**src/rtl/sync_count_pkg.sv**
```systemverilog
package sync_count_pkg;

  // Action taken by a stage at the next rising edge, in priority order.
  typedef enum logic [1:0] {
    OP_HOLD  = 2'd0,
    OP_INC   = 2'd1,
    OP_LOAD  = 2'd2,
    OP_CLEAR = 2'd3
  } stage_op_e;

endpackage

```
**src/rtl/sync_count_ctrl.sv**
```systemverilog
module sync_count_ctrl
  import sync_count_pkg::*;
(
  input  logic      clear_n,
  input  logic      load_n,
  input  logic      cnt_en,
  input  logic      chain_en,
  output stage_op_e op
);

  // Fixed priority: clear, then load, then count, else hold.
  always_comb begin
    op = OP_HOLD;
    if (!clear_n) begin
      op = OP_CLEAR;
    end else if (!load_n) begin
      op = OP_LOAD;
    end else if (cnt_en && chain_en) begin
      op = OP_INC;
    end
  end

endmodule

```
**src/rtl/sync_count_next.sv**
```systemverilog
module sync_count_next
  import sync_count_pkg::*;
#(
  parameter int W = 4
) (
  input  stage_op_e      op,
  input  logic [W-1:0]   cur,
  input  logic [W-1:0]   din,
  output logic [W-1:0]   nxt,
  output logic           upd
);

  localparam logic [W-1:0] ZERO = '0;
  localparam logic [W-1:0] ONE  = W'(1);

  always_comb begin
    nxt = cur;
    upd = 1'b0;
    unique case (op)
      OP_CLEAR: begin
        nxt = ZERO;
        upd = 1'b1;
      end
      OP_LOAD: begin
        nxt = din;
        upd = 1'b1;
      end
      OP_INC: begin
        nxt = cur + ONE;
        upd = 1'b1;
      end
      default: begin
        nxt = cur;
        upd = 1'b0;
      end
    endcase
  end

endmodule

```
**src/rtl/sync_count_carry.sv**
```systemverilog
module sync_count_carry #(
  parameter int W = 4
) (
  input  logic [W-1:0] cur,
  input  logic         chain_en,
  output logic         carry_out
);

  // AND chain over the count bits, seeded with the chain enable.
  logic [W:0] all_ones;

  assign all_ones[0] = chain_en;

  for (genvar i = 0; i < W; i++) begin : g_and
    assign all_ones[i+1] = all_ones[i] & cur[i];
  end

  assign carry_out = all_ones[W];

endmodule

```
**src/rtl/sync_count_stage.sv**
```systemverilog
module sync_count_stage
  import sync_count_pkg::*;
#(
  parameter int W = 4
) (
  input  logic         clk,
  input  logic         clear_n,
  input  logic         load_n,
  input  logic         cnt_en,
  input  logic         chain_en,
  input  logic [W-1:0] din,
  output logic [W-1:0] count,
  output logic         carry_out
);

  stage_op_e    op;
  logic [W-1:0] count_q;
  logic [W-1:0] count_d;
  logic         count_we;

  sync_count_ctrl u_ctrl (
    .clear_n  (clear_n),
    .load_n   (load_n),
    .cnt_en   (cnt_en),
    .chain_en (chain_en),
    .op       (op)
  );

  sync_count_next #(.W(W)) u_next (
    .op  (op),
    .cur (count_q),
    .din (din),
    .nxt (count_d),
    .upd (count_we)
  );

  sync_count_carry #(.W(W)) u_carry (
    .cur       (count_q),
    .chain_en  (chain_en),
    .carry_out (carry_out)
  );

  // State register with an explicit clock enable.
  always_ff @(posedge clk) begin
    if (count_we) begin
      count_q <= count_d;
    end
  end

  assign count = count_q;

endmodule

```
**config.mk**
```make
export PLATFORM = sky130hd
export DESIGN_NAME = sync_count_stage
export DESIGN_NICKNAME = d
export VERILOG_FILES = /design/src/rtl/sync_count_pkg.sv /design/src/rtl/sync_count_ctrl.sv /design/src/rtl/sync_count_next.sv /design/src/rtl/sync_count_carry.sv /design/src/rtl/sync_count_stage.sv
export SDC_FILE = /design/constraint.sdc
export NUM_CORES = 1
export LEC_CHECK = 0
export BUFFER_PORTS_ARGS = -buffer_cell sky130_fd_sc_hd__buf_2
export CAP_MARGIN = 20
export CORE_AREA = 2 2 39 41
export DETAILED_ROUTE_END_ITERATION = 12
export DIE_AREA = 0 0 41 43
export SYNTH_ARGS = -nofsm -noshare
export SYNTH_HDL_FRONTEND = slang
export SYNTH_SLANG_ARGS = --single-unit
```
**constraint.sdc**
```tcl
create_clock -name clk -period 1.2 [get_ports clk]
set_input_delay 0.12 -clock clk [delete_from_list [all_inputs] [get_ports clk]]
set_output_delay 0.12 -clock clk [all_outputs]
set_load 0.005 [all_outputs]
```
==> results of run 1 <==
## stage by stage
| stage | worst slack [ns] | hold slack, ns | util [%] |
|---|---|---|---|
| after floorplan | 0.118 | 0.307 | - |
| after global placement | 0.0782 | 0.399 | 23.1 |
| after detailed placement | 0.0506 | 0.402 | 23.1 |
| after CTS | 0.0326 | 0.158 | 24.8 |
| after global routing | 0.0234 | 0.160 | 25.3 |
| final | 0.0731 | 0.173 | 25.3 |
## final timing paths
path         depth (start not counted)  slack, ns            endpoint
max                                  3       0.07  count[2]$_DFFE_PP_
min                                  3       0.17  count[3]$_DFFE_PP_
max reg2reg                          3       0.07  count[2]$_DFFE_PP_
min reg2reg                          2       0.67  count[3]$_DFFE_PP_
## final cells by class
type / instances / area, um^2 / share of cell area, %
Inverter: 1 / 3.75 / 1.07
Multi-Input combinational cell: 18 / 104 / 29.6
Sequential cell: 4 / 120 / 34.3
Timing Repair Buffer: 15 / 80.1 / 22.9
Clock buffer: 3 / 22.5 / 6.43
Tap cell: 16 / 20.0 / 5.71
## routing by layer
layer  up-vias  share of wire (%)
li1        118                  -
met1        93                 49
met2        10                 42
met3         0                8.5
met4         0                  0
met5         -                  0
## worst min-delay path: cells and delay by family
family,cells,cell delay [ns]
compound gates,1,0.05
simple gates,1,0.05
buf+inv,1,0.08
## synth_stat cells
| library cell | number |
|---|---|
| sky130_fd_sc_hd__nand4_1 | 1 |
| sky130_fd_sc_hd__o21ai_2 | 1 |
| sky130_fd_sc_hd__o21ai_0 | 2 |
| sky130_fd_sc_hd__edfxtp_1 | 4 |
| sky130_fd_sc_hd__and2b_1 | 1 |
| sky130_fd_sc_hd__inv_1 | 1 |
| sky130_fd_sc_hd__o21ai_1 | 1 |
| sky130_fd_sc_hd__nand3_1 | 2 |
| sky130_fd_sc_hd__ha_1 | 1 |
| sky130_fd_sc_hd__xor2_1 | 1 |
| sky130_fd_sc_hd__nand2_1 | 6 |
| sky130_fd_sc_hd__nor2_1 | 1 |
| sky130_fd_sc_hd__xnor2_1 | 1 |
## power by group through the flow
stage / Combinational [mW] / Clock [mW] / Sequential, mW
2_1_floorplan: 0.0238 / 0 / 0.181
3_3_place_gp: 0.0610 / 0 / 0.179
3_5_place_dp: 0.0617 / 0 / 0.180
4_1_cts: 0.0621 / 0.177 / 0.178
5_1_grt: 0.0735 / 0.192 / 0.178
6_report: 0.0658 / 0.165 / 0.176
## cell families after synthesis
kind of cell    share of synthesized area, %
xor+xnor                                7.69
simple gates                            22.0
fa+ha+maj                               5.49
compound gates                          10.4
buf+inv                                 1.65
flops                                   52.7
## cells in the final DEF, fill, tap and decap left out, drive strengths merged
cell,count
nor2,1
nand2,6
edfxtp,4
buf,15
and2b,1
inv,1
xor2,1
o21ai,4
xnor2,1
clkbuf,3
nand4,1
nand3,2
ha,1
## repair_timing
item / in CTS / in global routing
resized for setup: 0 / 0
setup endpoints to repair: 0 / 2
setup buffers: 0 / 1
==> impl_summary.log, run 1 <==
[metrics] element type at the critical path start: flop
[metrics] core area: 1380 um^2
[metrics] Diodes inserted: 0
[metrics] die boundary width: 41 um
[metrics] Post-Synthesis Mean Instance Area: about 9.9 um^2
[metrics] Routability Congestion: approximately 0.65
[metrics] Non-Filler Cell Area, Final: about 350 um^2
[metrics] class of the tightest hold or removal check: input port to flop
[metrics] Global Route met3 Usage: 3.14%
[metrics] Sw Share: 22.6%
[metrics] number of violations of the max-capacitance limit: 0
[metrics] Max clock buf depth: 2
[metrics] pin count of the biggest net entering global routing: 5
[metrics] total of flip-flops plus latches after synthesis: 4
[metrics] gate count of the mapped netlist: 23
[metrics] count of different cell masters after synthesis: 13
[metrics] total power divided by cell area: 1160 nW/um^2
[metrics] post-route clock period utilization: around 94%
[metrics] die boundary height: 43 um
[metrics] drc violations: 0
[metrics] fraction of synthesized cell area taken by the top area cell type: 52.7%
[metrics] highest ir drop seen on vdd: about 280 uV
[metrics] Worst slew margin: 85.0%
[metrics] Peak Freq: 887 MHz
[metrics] WP data arrival: 1.10 ns
[metrics] Cell Int Power: 0.316 mW
[metrics] Worst-Margin Slew: ~0.22 ns
[metrics] number of nets with antenna violations after detailed routing: 0
[metrics] largest area contributor in the synthesized netlist: sky130_fd_sc_hd__edfxtp_1
[metrics] post-route insts no fill: 57
[metrics] required time of the critical path: around 1.2 ns
[metrics] net count of the finished layout: between 50 and 60
[metrics] part of the total power dissipated in sequential elements: 43.3%
[metrics] kind of critical path: flop to flop
[metrics] vias in the first global route: between 150 and 200
[metrics] Placed Instances: 53
[metrics] WP buf/inv: 0
[metrics] Crit. End Element: flop
[metrics] detailed-route vias per instance: 3.88
[metrics] Remaining Overflow, GRT: 0
[metrics] Worst Path Max Fanout: 3
[metrics] crit-path cells: ha_1, xnor2_1, o21ai_1
[metrics] detailed-route via count: between 200 and 250
[metrics] clock edge transition at the registers on the reported setup and hold paths: ~0.040 ns
[metrics] share of the yosys chip area belonging to registers: a little over half
[metrics] minimum clock period after layout: 1.13 ns
[metrics] number of standard-cell rows in the floorplan: 14
[metrics] first-pass GRT wire length: 786 um
[metrics] origin of the critical flop-to-flop path: count[0]$_DFFE_PP_
[metrics] routing usage on met2: about 7.5%
[metrics] family with the most delay on the worst path: flip-flops
[metrics] switching power: 0.0921 mW
[metrics] highest-delay cell along the critical path: sky130_fd_sc_hd__edfxtp_1
[metrics] number of hold violations in the final report: 0
[metrics] Initial Utilization: 16.5%
[metrics] Final Skew: 0.00301 ns
[metrics] net count of the mapped netlist: 33
[metrics] fill cell instance count of the final layout: approximately 150
[metrics] setup TNS: 0 ns
[metrics] later-pin clock latency in the skew report: 0.23 ns
[metrics] total power draw: 0.408 mW
[metrics] CTS tree: done
[metrics] TritonCTS sink count: 4
[metrics] met1 track demand over resource in global routing: under 10%
[metrics] min-delay src: din[3]
[metrics] post-synthesis instance area: roughly 230 um^2
[metrics] Synth Warn #: 0
[metrics] global-route layer with the greatest usage: met1
[metrics] root buf cell: sky130_fd_sc_hd__clkbuf_4
[metrics] number of violations reported at the end of detailed-routing iteration 0: 8
[metrics] largest incremental delay on the critical path: 0.40 ns
[metrics] max FFs per register: 4
[metrics] area overhead of the layout relative to synthesis: 53.8%
[metrics] crit path from: count[0]$_DFFE_PP_
[metrics] I/O pin count: 14
[metrics] placement-stage cell area: around 320 um^2
[metrics] number of buffer cells added on primary ports: 13
[metrics] relative contribution of combinational cells to total power: 16.1%
[metrics] total track usage: approximately 7.3%
[metrics] fraction of power consumed by the clock network: 40.6%
[metrics] proportion of layout cells with a drive suffix above 1: 46.3%
[metrics] total clock buffers created by CTS: 3
[metrics] outcome: finished, final reports clean
[metrics] number of antenna violations at the first check in global routing: 0
[metrics] number of hold-repair buffers added at the cts stage: 0
[metrics] setup-violating endpoint count in the final report: 0
[metrics] unrepaired setup endpoints after global routing: false
[metrics] maximum level of the CTS H-tree: 1
[metrics] max-slew violation total from the final report: 0
[metrics] mean routed wirelength per cell: 9.49 um
[metrics] die area: 1760 um^2
[metrics] standby leakage power: roughly 0.17 nW
[metrics] total wire length: 541 um
[metrics] top post-synthesis cells by area: sky130_fd_sc_hd__edfxtp_1 53%, sky130_fd_sc_hd__nand2_1 9.9%, sky130_fd_sc_hd__ha_1 5.5%
[metrics] Pre-Repair DR Iteration Count: 3
Note: power is estimated with default switching activity, not from simulation.
==> run 2, diff against run 1 <==
HOLD_SLACK_MARGIN = 0.15   (was unset)
SLEW_MARGIN = 20   (was unset)
clock period = 1 ns   (was 1.2 ns; I/O delays follow)
==> run 2 against run 1 <==
Effect of this change:
- the run now ends with setup timing left
- critical endpoint is now count[0]
- sequential power increased by 23%
- critical path depth did not move
- clock-buffer cell count is the same
- flip-flop and latch count is the same
- largest cell class is now non-clock buffers
- clock power up 21%
- first-iteration DRC count is 38% lower
- setup slack lost 0.20 ns
- final area grew 33%
- sequential share of layout area shrank 8.5 points
- global-route usage rose by 0.69 points
==> impl_summary.log, run 2 (synthesis gave the netlist of run 1 again) <==
[metrics] post-placement worst setup slack: -0.0889 ns (-0.140 ns)
[metrics] Worst-Margin Slew: 0.236 ns (+0.0113 ns)
[metrics] highest-count cells in the layout ignoring fill and taps: 10 x sky130_fd_sc_hd__buf_2, 6 x sky130_fd_sc_hd__nand2_1, 6 x sky130_fd_sc_hd__buf_6
[metrics] die boundary width: 41 um (unchanged)
[metrics] WP data arrival: 1.03 ns (-0.07 ns)
[metrics] failing checks: setup timing
[metrics] first-pass GRT wire length: 917 um (+17%)
[metrics] fill cell instance count of the final layout: 146 (-4.6%)
[metrics] least setup slack across all paths after layout: -0.131 ns (-0.204 ns)
[metrics] number of nets with antenna violations after detailed routing: 0 (unchanged)
[metrics] vias in the first global route: 249 (+36%)
[metrics] pin count of the biggest net entering global routing: 5 (unchanged)
[metrics] Max clock buf depth: 2 (unchanged)
[metrics] setup-violating endpoint count in the final report: 6 (+6)
[metrics] number of violations reported at the end of detailed-routing iteration 0: 5 (-3)
[metrics] max FFs per register: 4 (unchanged)
[metrics] standby leakage power: 0.210 nW (+26%)
[metrics] crit-path cells: buf_4, buf_6, buf_6
[metrics] WP buf/inv: 3 (+3)
[metrics] total power draw: 0.542 mW (+33%)
[metrics] total clock buffers created by CTS: 3 (unchanged)
[metrics] number of buffer cells added on primary ports: 13 (unchanged)
[metrics] total area of multi-input combinational cells: 130 um^2 (+25%)
[metrics] highest ir drop seen on vdd: 405 uV (+47%)
[metrics] outcome: complete, but fails checks
[metrics] die boundary height: 43 um (unchanged)
[metrics] Pre-Repair DR Iteration Count: 2 (-1)
[metrics] Final Skew: 0.00135 ns (-0.00166 ns)
[metrics] detailed-route via count: 245 (+11%)
[metrics] core area: 1380 um^2 (unchanged)
[metrics] Initial Utilization: 16.5% (unchanged)
[metrics] crit path from: count[0]$_DFFE_PP_
[metrics] kind of critical path: flop to primary output
[metrics] post-route clock period utilization: 113%
[metrics] number of hold violations in the final report: 0 (unchanged)
[metrics] minimum clock period after layout: 1.13 ns
[metrics] CTS tree: done
[metrics] unrepaired setup endpoints after global routing: true
[metrics] Remaining Overflow, GRT: 0 (unchanged)
[metrics] family with the most delay on the worst path: flip-flops
[metrics] number of violations of the max-capacitance limit: 0 (unchanged)
[metrics] total wire length: 569 um (+5.2%)
[metrics] min-delay src: din[2]
[metrics] origin of the critical flop-to-flop path: count[0]$_DFFE_PP_
[metrics] Worst slew margin: 84.2% (-0.76 points)
[metrics] max-slew violation total from the final report: 0 (unchanged)
[metrics] Routability Congestion: 0.623 (-3.8%)
[metrics] element type at the critical path start: flop
[metrics] maximum level of the CTS H-tree: 1 (unchanged)
[metrics] Crit. End Element: primary output
[metrics] number of antenna violations at the first check in global routing: 0 (unchanged)
[metrics] Worst Path Max Fanout: 3 (unchanged)
[metrics] mean routed wirelength per cell: 8.89 um (-6.3%)
[metrics] I/O pin count: 14 (unchanged)
[metrics] number of standard-cell rows in the floorplan: 14 (unchanged)
[metrics] net count of the finished layout: 60 (+13%)
[metrics] proportion of layout cells with a drive suffix above 1: 58.3% (+12 points)
[metrics] Diodes inserted: 0 (unchanged)
[metrics] die area: 1760 um^2 (unchanged)
[metrics] most common cell after layout, fill and taps aside: sky130_fd_sc_hd__buf_2
[metrics] required time of the critical path: 0.90 ns (-0.27 ns)
[metrics] area overhead of the layout relative to synthesis: 105%
[metrics] later-pin clock latency in the skew report: 0.23 ns (about the same)
[metrics] TritonCTS sink count: 4 (unchanged)
[metrics] combined flip-flop and latch cell area: 120 um^2 (unchanged)
[metrics] class of the tightest hold or removal check: input port to flop
[metrics] Peak Freq: 884 MHz
[metrics] cell with the most instances on the worst path: sky130_fd_sc_hd__buf_6
[metrics] total power divided by cell area: 1160 nW/um^2 (-0.13%)
[metrics] total track usage: 7.97% (+0.69 points)
[metrics] drc violations: 0 (unchanged)
[metrics] detailed-route vias per instance: 3.83 (-1.3%)
[metrics] root buf cell: sky130_fd_sc_hd__clkbuf_4
[metrics] highest-delay cell along the critical path: sky130_fd_sc_hd__edfxtp_1
[metrics] largest incremental delay on the critical path: 0.43 ns (+0.03 ns)
[metrics] clock edge transition at the registers on the reported setup and hold paths: 0.04 ns (about the same)
-- run 2: metal layers --
layer | part of all wire [%] | global-route usage (%) | wire, um | vias to the layer above
li1 | - | - | - | 132
met1 | 46 | 9.48 | 260 | 104
met2 | 49 | 10.9 | 276 | 9
met3 | 5.6 | 3.14 | 32 | 0
met4 | 0 | 6.00 | 0 | 0
met5 | 0 | 0 | 0 | -
-- run 2: metrics by stage --
step | cells | area (um^2) | util (%) | hold slack, ns | TNS (ns)
finish | 64 | 467 | 33.7 | 0.167 | -0.540
global route | 64 | 467 | 33.7 | 0.159 | -0.818
CTS | 62 | 442 | 31.9 | 0.151 | -0.542
detailed placement | 56 | 345 | 25.0 | 0.382 | -0.228
global placement | 56 | 345 | 25.0 | 0.373 | -0.197
floorplan | 23 | 230 | - | 0.274 | -0.151
-- run 2: worst paths after layout --
kind / to / slack (ns) / depth (start not counted)
setup / recovery: count[0] / -0.13 / 3
hold / removal: count[2]$_DFFE_PP_ / 0.17 / 3
setup reg to reg: count[3]$_DFFE_PP_ / -0.10 / 4
hold reg to reg: count[3]$_DFFE_PP_ / 0.69 / 2
-- run 2: report_power, final --
| part | internal, mW | switching [mW] |
|---|---|---|
| Sequential | 0.202 | 0.0137 |
| Combinational | 0.0814 | 0.0457 |
| Clock | 0.134 | 0.0651 |
-- run 2: cell type report --
cell class	count	share of cell area (%)
Timing Repair Buffer	22	36.5
Multi-Input combinational cell	18	27.9
Sequential cell	4	25.7
Clock buffer	3	4.83
Tap cell	16	4.29
Inverter	1	0.804
-- run 2: timing repair --
| action | 4_1_cts | 5_1_grt |
|---|---|---|
| buffers inserted | 1 | 1 |
| endpoints found under the setup margin | 6 | 7 |
| hold buffers | 2 | 1 |
| resized for setup | 8 | 4 |
| pin swaps | 3 | 2 |
| endpoints found under the hold margin | 2 | 1 |
-- run 2: worst min-delay path, stage by stage --
cell and delay, ns:
sky130_fd_sc_hd__buf_2 0.07, sky130_fd_sc_hd__nand2_1 0.04, sky130_fd_sc_hd__o21ai_1 0.07
